### config.mk
export PLATFORM = sky130hd
export DESIGN_NAME = pwm_pair_driver
export DESIGN_NICKNAME = d
export VERILOG_FILES = /design/src/rtl/pwm_pair_pkg.sv /design/src/rtl/pwm_cfg_bank.sv /design/src/rtl/pwm_pol_latch.sv /design/src/rtl/pwm_chan.sv /design/src/rtl/pwm_pair_driver.sv
export SDC_FILE = /design/constraint.sdc
export NUM_CORES = 1
export LEC_CHECK = 0
export ABC_AREA = 0
export BUFFER_PORTS_ARGS = -buffer_cell sky130_fd_sc_hd__buf_2
export CAP_MARGIN = 10
export CELL_PAD_IN_SITES_DETAIL_PLACEMENT = 1
export CELL_PAD_IN_SITES_GLOBAL_PLACEMENT = 2
export CORE_UTILIZATION = 38
export DETAILED_ROUTE_END_ITERATION = 7
export PLACE_DENSITY_LB_ADDON = 0.08
export SYNTH_ARGS = -nofsm -noshare
export SYNTH_HDL_FRONTEND = slang
export SYNTH_SLANG_ARGS = --single-unit
export TNS_END_PERCENT = 100
### constraint.sdc
create_clock -name clk -period 2.75 [get_ports clk]
set_clock_uncertainty 0.1 [all_clocks]
set_input_delay 0.4125 -clock clk [delete_from_list [all_inputs] [get_ports clk]]
set_output_delay 0.4125 -clock clk [all_outputs]
set_load 0.1 [all_outputs]
### src/rtl/pwm_pair_pkg.sv
package pwm_pair_pkg;
  localparam int FREQ_W = 3;
  localparam int DUTY_W = 4;
  localparam int PRE_W  = 1 << FREQ_W;

  typedef struct packed {
    logic [FREQ_W-1:0] freq;
    logic [DUTY_W-1:0] duty;
  } pwm_cfg_t;
endpackage

### src/rtl/pwm_cfg_bank.sv
module pwm_cfg_bank
  import pwm_pair_pkg::*;
#(
  parameter int NUM_CH = 2,
  localparam int CH_W = (NUM_CH > 1) ? $clog2(NUM_CH) : 1
) (
  input  logic                   clk,
  input  logic                   rst_n,
  input  logic                   wr_en,
  input  logic [CH_W-1:0]        wr_ch,
  input  logic                   wr_bank,
  input  pwm_cfg_t               wr_cfg,
  output pwm_cfg_t [NUM_CH-1:0]  cfg_b0,
  output pwm_cfg_t [NUM_CH-1:0]  cfg_b1
);
  for (genvar c = 0; c < NUM_CH; c++) begin : g_ch
    always_ff @(posedge clk) begin
      if (!rst_n) begin
        cfg_b0[c] <= '0;
        cfg_b1[c] <= '0;
      end else if (wr_en && (wr_ch == CH_W'(c))) begin
        if (wr_bank) cfg_b1[c] <= wr_cfg;
        else         cfg_b0[c] <= wr_cfg;
      end
    end
  end
endmodule

### src/rtl/pwm_pol_latch.sv
module pwm_pol_latch #(
  parameter int NUM_CH = 2
) (
  input  logic              clk,
  input  logic              rst_n,
  input  logic [NUM_CH-1:0] pol_sel,
  output logic [NUM_CH-1:0] pol_q
);
  always_ff @(posedge clk) begin
    if (!rst_n) pol_q <= pol_sel;
  end
endmodule

### src/rtl/pwm_chan.sv
module pwm_chan
  import pwm_pair_pkg::*;
(
  input  logic              clk,
  input  logic              rst_n,
  input  pwm_cfg_t          cfg_b0,
  input  pwm_cfg_t          cfg_b1,
  input  logic              bank_sel,
  input  logic              reg_met,
  input  logic              pol,
  output logic              pwm_o,
  output logic              wrap_o,
  output logic [DUTY_W-1:0] duty_o
);
  pwm_cfg_t          act_q;
  logic [PRE_W-1:0]  pre_q;
  logic [PRE_W-1:0]  lim;
  logic [FREQ_W-1:0] shamt;
  logic [DUTY_W-1:0] phase_q;
  logic              hold_q;
  logic              tick;
  logic              wrap;

  // step length 2^(n+1) clocks: terminal count is 2^(n+1)-1
  always_comb begin
    shamt = FREQ_W'(PRE_W - 1) - act_q.freq;
    lim   = {PRE_W{1'b1}} >> shamt;
    tick  = (pre_q == lim);
    wrap  = tick && (phase_q == {DUTY_W{1'b1}});
  end

  always_ff @(posedge clk) begin
    if (!rst_n) begin
      act_q   <= '0;
      pre_q   <= '0;
      phase_q <= '0;
      hold_q  <= 1'b0;
    end else begin
      pre_q  <= tick ? '0 : pre_q + 1'b1;
      hold_q <= wrap ? reg_met : (hold_q | reg_met);
      if (tick) phase_q <= phase_q + 1'b1;
      if (wrap) act_q <= bank_sel ? cfg_b1 : cfg_b0;
    end
  end

  assign pwm_o  = pol ^ ((phase_q < act_q.duty) && !hold_q);
  assign wrap_o = wrap;
  assign duty_o = act_q.duty;
endmodule

### src/rtl/pwm_pair_driver.sv
module pwm_pair_driver
  import pwm_pair_pkg::*;
#(
  parameter int NUM_CH = 2,
  localparam int CH_W = (NUM_CH > 1) ? $clog2(NUM_CH) : 1
) (
  input  logic              clk,
  input  logic              rst_n,
  input  logic [NUM_CH-1:0] pol_sel,
  input  logic              wr_en,
  input  logic [CH_W-1:0]   wr_ch,
  input  logic              wr_bank,
  input  logic [FREQ_W-1:0] wr_freq,
  input  logic [DUTY_W-1:0] wr_duty,
  input  logic [NUM_CH-1:0] bank_sel,
  input  logic [NUM_CH-1:0] reg_met,
  output logic [NUM_CH-1:0] pwm_out
);
  pwm_cfg_t [NUM_CH-1:0]              cfg_b0;
  pwm_cfg_t [NUM_CH-1:0]              cfg_b1;
  pwm_cfg_t                           wr_cfg;
  logic     [NUM_CH-1:0]              pol_q;
  logic     [NUM_CH-1:0]              wrap;
  logic     [NUM_CH-1:0][DUTY_W-1:0]  duty_act;

  assign wr_cfg = '{freq: wr_freq, duty: wr_duty};

  pwm_cfg_bank #(.NUM_CH(NUM_CH)) u_bank (
    .clk(clk), .rst_n(rst_n), .wr_en(wr_en), .wr_ch(wr_ch),
    .wr_bank(wr_bank), .wr_cfg(wr_cfg), .cfg_b0(cfg_b0), .cfg_b1(cfg_b1)
  );

  pwm_pol_latch #(.NUM_CH(NUM_CH)) u_pol (
    .clk(clk), .rst_n(rst_n), .pol_sel(pol_sel), .pol_q(pol_q)
  );

  for (genvar c = 0; c < NUM_CH; c++) begin : g_chan
    pwm_chan u_chan (
      .clk(clk), .rst_n(rst_n), .cfg_b0(cfg_b0[c]), .cfg_b1(cfg_b1[c]),
      .bank_sel(bank_sel[c]), .reg_met(reg_met[c]), .pol(pol_q[c]),
      .pwm_o(pwm_out[c]), .wrap_o(wrap[c]), .duty_o(duty_act[c])
    );
  end
endmodule

==> impl_metrics.yaml, run 1 <==
timing:
  worst_slack_ns: 0.155
  tightest_slew_ns: 0.850
  max_freq_mhz: 385
  drv_slew: 0
  finalHoldViolations: 0
  rsz0062_at_grt: "false"
  slew_headroom_pct: 42.9
  tns_ns: 0
  setup_viol: 0
  period_share_pct: 94.4
  fin_crit_ns: 2.60
clocking:
  root_buffer: "clkbuf_8"
  cts_tree: "built"
  cts_sinks: 70
  insertion_delay_ns: 0.34
  postCtsSetupBuffers: 0
  clk_path_buf_depth: 2
  cts-buffers-inserted: 9
  path_clk_slew_ns: 0.08
  cts.htree.levels: 3
global_route:
  grt_util_met3_pct: 3.40
  grt_max_degree: 36
  grt_pass1_vias: 2582
  grt_usage_pct: 17.2
  use_met1_pct: 24.2
  gr-total-overflow: 0
  antenna_found_initial: 0
  grt_busiest_layer: "met2"
  use_met2_pct: 26.3
  grt_pass1_wl_um: 13000
power_and_ir_drop:
  clkPwrFrac_pct: 38.8
  ir_drop_v: 0.000234
  internal-power_mw: 1.53
  netSwitchingPower_mw: 0.546
  pwr-share-comb_pct: 9.4
  p_total_mw: 2.07
  leakage_nw: 1.54
  switching_share_pct: 26.4
  p_per_area_mw_per_mm2: 553
  p_seq_share_pct: 51.8
route:
  wl_per_cell_um: 15.7
  firstDrtPassIters: 5
  drc: 0
  vias_per_cell: 5.34
  vias: 2592
  ant_nets: 0
  drt_iter0_drc: 58
  wl_um: 7600
die:
  coreArea_mm2: 0.00872
  dieArea_mm2: 0.00935
  die_y_um: 96.7
  initial_utilization_pct: 39.1
  die_w_um: 96.7
  fp-row-count: 34
  ios: 20
cells_and_area:
  antennaDiodeCount: 0
  area_growth_pct: 9.95
  drive_gt1_share_pct: 13.8
  final_nets: 400
synth:
  async_flop_share_pct: 0
  ys.flop_type: "dfxtp_1"
  netlist_instances: 364
  synthTopCellsByArea: "dfxtp_1 (40%), mux2i_1 (14%), nor2_1 (4.6%)"
  ys_warn_count: 0
  synth_top_area_cell: "dfxtp_1"
  synth.yosys.seq_area_share_pct: 41.7
  yosys.cell_types.count: 45
  synth_top_area_share_pct: 39.9
  avgSynthCellArea_um2: 9.37
  ys_top_cells_by_count: "dfxtp_1 (68), mux2i_1 (49), nor2_1 (42)"
  synth-seq-cells: 70
  synth_edf_count: 2
  post-synth-top-count-cell: "dfxtp_1"
  syn_area_mm2: 0.00341
  synthesis.nets: 392
place:
  place_congestion: 0.716
  dp_hpwl_um: 5380
  post-place-ws_ns: 0.398
  portBuffers: 19
critical_path:
  crit_arrival_ns: 2.08
  crit_type: "flop to primary output"
  cp_max_fo: 2
  end_kind: "primary output"
  critPathRequiredTime_ns: 2.24
  crit_path_start_kind: "flop"
min_path:
  hold_class: "primary input to flop"
outcome:
  status: "finished clean"
run:
  maxCapViolations: 0
==> through the flow <==
stage	std cells	area, um^2	utilization (%)	hold WS [ns]
5_1_grt	485	3750	43.0	0.132
4_1_cts	485	3740	42.9	0.135
3_5_place_dp	469	3550	40.7	0.353
2_1_floorplan	364	3410	-	0.326
3_3_place_gp	469	3550	40.7	0.346
6_report	485	3750	43.0	0.150
==> registers in the layout, summed over array words and instances, names as in the netlist <==
name and flops:
g_chan.u_chan.act_q 6, g_chan.u_chan.duty_o 8, g_chan.u_chan.hold_q 2, g_chan.u_chan.phase_q 8
g_chan.u_chan.pre_q 16, u_bank.cfg_b0 14, u_bank.cfg_b1 14, u_pol.pol_q 2
==> per-layer routing <==
| metal | vias to the layer above | routed length [um] |
|---|---|---|
| li1 | 1305 | - |
| met1 | 1258 | 4090 |
| met2 | 22 | 3270 |
| met4 | 0 | 78 |
| met5 | - | 0 |
| met3 | 7 | 155 |
==> path summary, 6_finish.rpt <==
path                                    from                         end  depth (start not counted)  slack, ns
setup / recovery  g_chan[1].u_chan.duty_o[1]                  pwm_out[1]                          7       0.15
hold reg to reg   g_chan[1].u_chan.duty_o[2]  g_chan[1].u_chan.duty_o[2]                          2       0.36
hold / removal                    pol_sel[1]              u_pol.pol_q[1]                          1       0.15
setup reg to reg   g_chan[1].u_chan.pre_q[2]   g_chan[1].u_chan.pre_q[5]                          5       0.47
==> worst max-delay path, cell delays in order, from the launching register on <==
cell and delay (ns):
dfxtp_1 0.33, inv_1 0.05, ha_1 0.28, a21o_1 0.15, a21o_1 0.18, a211oi_1 0.26
xor2_1 0.16, clkbuf_4 0.34
==> power by group through the flow <==
stage          logic (mW)  registers (mW)  clock network (mW)
2_1_floorplan       0.148            1.09                   0
3_3_place_gp        0.192            1.10                   0
3_5_place_dp        0.196            1.10                   0
4_1_cts             0.197            1.07               0.834
5_1_grt             0.217            1.08               0.874
6_report            0.195            1.07               0.804
==> cells in the final DEF (no fill, tap or decap), drive strengths merged, types with 8 or more instances in the layout <==
cell / instances
a211oi: 10
a41oi: 8
and3: 8
buf: 24
clkbuf: 13
dfxtp: 68
ha: 10
inv: 14
mux2i: 49
nand2: 30
nand2b: 10
nand3: 11
nor2: 42
nor3: 10
xor2: 9
==> repair_timing <==
| action | 4_1_cts | 5_1_grt |
|---|---|---|
| gates resized for setup | 0 | 3 |
| hold buffers | 0 | 0 |
| setup endpoints to repair | 0 | 2 |
==> area by class of cell <==
class,instances,area (um^2)
Timing Repair Buffer,25,145
Sequential cell,70,1420
Multi-Input combinational cell,254,1810
Clock buffer,12,165
Clock inverter,4,27.5
Fill cell,1012,4970
Tap cell,108,135
Inverter,12,45.0
==> cells by family after synthesis <==
group / after synthesis / synth area share [%]
buf+inv: 40 / 5.25
fa+ha+maj: 10 / 3.67
flops: 70 / 41.7
mux: 56 / 16.7
compound gates: 43 / 9.80
xor+xnor: 16 / 4.11
simple gates: 129 / 18.8
No activity file was read; power rests on OpenSTA's default activity.
==> inputs of run 2 (changes only) <==
SYNTH_HIERARCHICAL = 1   (was not set)
==> impl_metrics.yaml, run 2 <==
die:
  dieArea_mm2: 0.00966
  coreArea_mm2: 0.00885
  initial_utilization_pct: 39.8
  die_y_um: 98.3
  ios: 20
  die_w_um: 98.3
  fp-row-count: 34
cells_and_area:
  final_common_cell: "nand2_1"
  reg.largest.list: "g_chan.u_chan/pre_q (16), u_bank/cfg_b0 (14), u_bank/cfg_b1 (14)"
  stdcell_area_mm2: 0.00398
  layout.cells.non_filler: 512
  antennaDiodeCount: 0
  largest-register: "g_chan.u_chan/pre_q"
  area_growth_pct: 12.9
  largest_register_ff_count: 16
  drive_gt1_share_pct: 17.8
  final_nets: 427
  final_cell_mix: "nand2_1 (87), dfxtp_1 (68), mux2i_1 (50), nor2_1 (20), buf_2 (17)"
clocking:
  cts_resized: 0
  cts_sinks: 70
  path_clk_slew_ns: 0.08
  cts_tree: "built"
  postCtsSetupBuffers: 0
  clk_path_buf_depth: 2
  root_buffer: "clkbuf_8"
  cts.htree.levels: 3
  insertion_delay_ns: 0.35
  cts-buffers-inserted: 9
  ctsHoldBuffers: 0
critical_path:
  path_cells: "inv_1 > ha_1 > a21o_1 > a21o_1 > a211oi_1 > xor2_2 > buf_12"
  slowest_delay_ns: 0.38
  cp_max_fo: 2
  crit_path_start_kind: "flop"
  cpMostUsedCell: "a21o_1"
  crit_type: "flop to primary output"
  critPathRequiredTime_ns: 2.24
  end_kind: "primary output"
  cp_slowest_cell: "a211oi_1"
  crit_arrival_ns: 2.12
place:
  portBuffers: 19
  place_congestion: 0.674
  dp_hpwl_um: 5400
  dpl-instance-area_mm2: 0.00375
  post-place-ws_ns: 0.387
  dp_cells: 496
run:
  maxCapViolations: 0
timing:
  rsz0062_at_grt: "false"
  whs_ns: 0.139
  tns_ns: 0
  fin_crit_ns: 2.64
  period_share_pct: 95.8
  tightest_slew_ns: 0.583
  slew_headroom_pct: 60.1
  finalHoldViolations: 0
  drv_slew: 0
  max_freq_mhz: 379
  setup_viol: 0
  worst_slack_ns: 0.115
synth:
  ys_warn_count: 6
  avgSynthCellArea_um2: 9.20
  synthesis.nets: 411
  netlist_instances: 383
  syn_area_mm2: 0.00352
min_path:
  hold_class: "primary input to flop"
global_route:
  grt_max_degree: 36
  gr-total-overflow: 0
  grt_pass1_vias: 2658
  grt_usage_pct: 16.7
  grt_pass1_wl_um: 12700
  antenna_found_initial: 0
route:
  ant_nets: 0
  vias: 2582
  wl_um: 7430
  drc: 0
  drt_iter0_drc: 64
  wl_per_cell_um: 14.5
  vias_per_cell: 5.04
  firstDrtPassIters: 6
power_and_ir_drop:
  p_per_area_mw_per_mm2: 557
  leakage_nw: 1.59
  ir_drop_v: 0.000222
outcome:
  status: "finished clean"
## run 2: cell types whose count changed in the layout (fill, tap and decap cells not counted), sizes merged, moves of 4 or more
cell,before,now
nor3,10,2
nand4,4,0
nand2,30,87
a41oi,8,0
mux2,7,14
or2,0,4
clkbuf,13,9
xor2,9,4
a211oi,10,2
nor2,42,20
## run 2: final cells by class
cell class                      count  area [um^2]
Multi-Input combinational cell    277         1950
Clock buffer                        9          124
Inverter                           15         56.3
Timing Repair Buffer               26          190
Sequential cell                    70         1420
Fill cell                        1035         4870
Tap cell                          108          135
Clock inverter                      7         97.6
## run 2: final timing paths
| kind | start | depth (start not counted) | to | slack, ns |
|---|---|---|---|---|
| max | g_chan[0].u_chan/duty_o[1] | 7 | pwm_out[0] | 0.11 |
| max reg2reg | g_chan[1].u_chan/act_q[6] | 6 | g_chan[1].u_chan/duty_o[2] | 0.40 |
| min | pol_sel[1] | 1 | u_pol/pol_q[1] | 0.14 |
| min reg2reg | g_chan[1].u_chan/duty_o[3] | 2 | g_chan[1].u_chan/duty_o[3] | 0.36 |
## run 2: critical path: cells and delay by family (launching register included)
kind	cells	cell delay (ns)
buffers and inverters	2	0.25
adder cells (fa/ha/maj)	1	0.28
XOR/XNOR	1	0.21
flip-flops	1	0.34
AO/OA/AOI/OAI	3	0.70
## run 2: routing by layer
| layer | part of all wire [%] | track usage [%] |
|---|---|---|
| met5 | 0 | 0 |
| met4 | 1.3 | 7.58 |
| met3 | 1.9 | 2.65 |
| met2 | 45 | 25.6 |
| met1 | 52 | 23.0 |
## run 2: where the power goes
| group | leakage, nW | internal [mW] | switching (mW) |
|---|---|---|---|
| logic | 0.911 | 0.0857 | 0.123 |
| registers | 0.572 | 1.05 | 0.0269 |
| clock network | 0.106 | 0.513 | 0.419 |
| total | 1.59 | 1.65 | 0.569 |
## run 2: stage by stage
| stage | power (mW) | utilization (%) |
|---|---|---|
| after CTS | 2.26 | 44.9 |
| final | 2.22 | 44.9 |
| after global placement | 1.31 | 42.4 |
| after detailed placement | 1.31 | 42.4 |
| after floorplan | 1.24 | - |
| after global routing | 2.31 | 44.9 |
==> inputs of run 3 (changes only) <==
CORE_UTILIZATION = 26   (was 38)
==> impl_metrics.yaml, run 3 (synthesis gave the netlist of run 2 again) <==
outcome:
  status: "finished clean"
timing:
  worst_slack_ns: 0.167
  slew_headroom_pct: 53.5
  period_share_pct: 93.9
  finalHoldViolations: 0
  tightest_slew_ns: 0.698
  setup_viol: 0
  tns_ns: 0
  fin_crit_ns: 2.58
  max_freq_mhz: 387
  drv_slew: 0
  rsz0062_at_grt: "false"
critical_path:
  path_buf_inv: 2
  r2r_cells: 6
  cp_max_fo: 2
  reg2reg_from: "g_chan[1].u_chan/act_q[6]"
  critPathRequiredTime_ns: 2.24
  end_kind: "primary output"
  r2r-end: "g_chan[1].u_chan/duty_o[2]"
  crit_family: "compound AO/OA/AOI/OAI gates"
  r2r_slack_ns: 0.56
  crit_arrival_ns: 2.07
  path_cells: "inv_1 > ha_1 > a21o_1 > a21o_1 > a211oi_1 > xor2_2 > buf_12"
  slowest_delay_ns: 0.37
  cpMostUsedCell: "a21o_1"
  cp_slowest_cell: "a211oi_1"
  crit_type: "flop to primary output"
  crit_path_start_kind: "flop"
clocking:
  cts.htree.levels: 3
  cts-buffers-inserted: 9
  clk_path_buf_depth: 2
  cts_sinks: 70
  path_clk_slew_ns: 0.05
  insertion_delay_ns: 0.33
  ctsHoldBuffers: 0
  cts_tree: "built"
  postCtsSetupBuffers: 0
  root_buffer: "clkbuf_16"
  cts_resized: 0
place:
  portBuffers: 19
  dp_cells: 568
  dp_hpwl_um: 6110
  place_congestion: 0.693
  post-place-ws_ns: 0.425
power_and_ir_drop:
  clkPwrFrac_pct: 45.2
  leakage_nw: 1.64
  switching_share_pct: 24.1
  netSwitchingPower_mw: 0.570
  ir_drop_v: 0.000242
  p_seq_share_pct: 45.5
  internal-power_mw: 1.80
  p_per_area_mw_per_mm2: 569
  pwr-share-comb_pct: 9.2
global_route:
  grt_pass1_vias: 2735
  antenna_found_initial: 0
  grt_usage_pct: 13.2
  grt_max_degree: 35
  grt_pass1_wl_um: 14300
  gr-total-overflow: 0
cells_and_area:
  reg.largest.list: "g_chan.u_chan/pre_q (16), u_bank/cfg_b0 (14), u_bank/cfg_b1 (14)"
  antennaDiodeCount: 0
  num-fill-cells: 1555
  final_nets: 431
  area_growth_pct: 18.0
  largest_register_ff_count: 16
  layout.cells.non_filler: 583
  largest-register: "g_chan.u_chan/pre_q"
  drive_gt1_share_pct: 17.9
  fin_util_pct: 31.4
  final_cell_mix: "nand2_1 (87), dfxtp_1 (68), mux2i_1 (50), nor2_1 (20), buf_2 (17)"
  final_common_cell: "nand2_1"
min_path:
  hold_end: "u_pol/pol_q[0]"
  hold_depth: 1
  hold_class: "primary input to flop"
  hold_start: "pol_sel[0]"
route:
  vias: 2649
  ant_nets: 0
  wl_per_cell_um: 14.2
  drt_iter0_drc: 96
  wl_um: 8300
  drc: 0
  vias_per_cell: 4.54
  firstDrtPassIters: 4
die:
  fp-row-count: 42
  die_w_um: 118
  initial_utilization_pct: 26.6
  dieArea_mm2: 0.0140
  die_y_um: 118
  coreArea_mm2: 0.0132
  ios: 20
run:
  maxCapViolations: 0
==> run 3: stage by stage <==
| stage | hold WS, ns | total power, mW | cell area (um^2) |
|---|---|---|---|
| floorplan | 0.335 | 1.24 | 3540 |
| global placement | 0.344 | 1.32 | 3880 |
| detailed placement | 0.354 | 1.32 | 3880 |
| CTS | 0.147 | 2.42 | 4150 |
| global route | 0.146 | 2.49 | 4160 |
| finish | 0.161 | 2.37 | 4160 |
==> run 3: metal layers <==
layer | vias to the layer above | global-route usage, % | routed length (um)
met2 | 28 | 18.4 | 3380
li1 | 1354 | - | -
met5 | - | 0 | 0
met4 | 0 | 6.96 | 178
met3 | 11 | 2.90 | 217
met1 | 1256 | 18.7 | 4520
==> run 3: final cells by class <==
| class | instances | area [um^2] | share of cell area [%] |
|---|---|---|---|
| Inverter | 15 | 56.3 | 1.35 |
| Tap cell | 176 | 220 | 5.30 |
| Sequential cell | 70 | 1420 | 34.2 |
| Multi-Input combinational cell | 277 | 1960 | 47.1 |
| Clock inverter | 1 | 5.00 | 0.120 |
| Timing Repair Buffer | 30 | 233 | 5.60 |
| Clock buffer | 14 | 264 | 6.35 |
==> run 3: power groups by stage <==
stage | clock, mW | sequential [mW] | combinational (mW)
after floorplan | 0 | 1.09 | 0.150
after global placement | 0 | 1.10 | 0.220
after detailed placement | 0 | 1.10 | 0.223
after CTS | 1.12 | 1.08 | 0.224
after global routing | 1.16 | 1.08 | 0.242
final | 1.07 | 1.08 | 0.218
==> run 3: worst max path at each step <==
stage / from / to / slack, ns / cells after the start
after floorplan: g_chan[0].u_chan/duty_o[1] / pwm_out[0] / 0.06 / 6
after global placement: g_chan[0].u_chan/duty_o[1] / pwm_out[0] / 0.49 / 7
after detailed placement: g_chan[0].u_chan/duty_o[1] / pwm_out[0] / 0.43 / 7
after CTS: g_chan[0].u_chan/duty_o[1] / pwm_out[0] / 0.06 / 7
after global routing: g_chan[1].u_chan/duty_o[1] / pwm_out[1] / 0.02 / 7
final: g_chan[1].u_chan/duty_o[1] / pwm_out[1] / 0.17 / 7
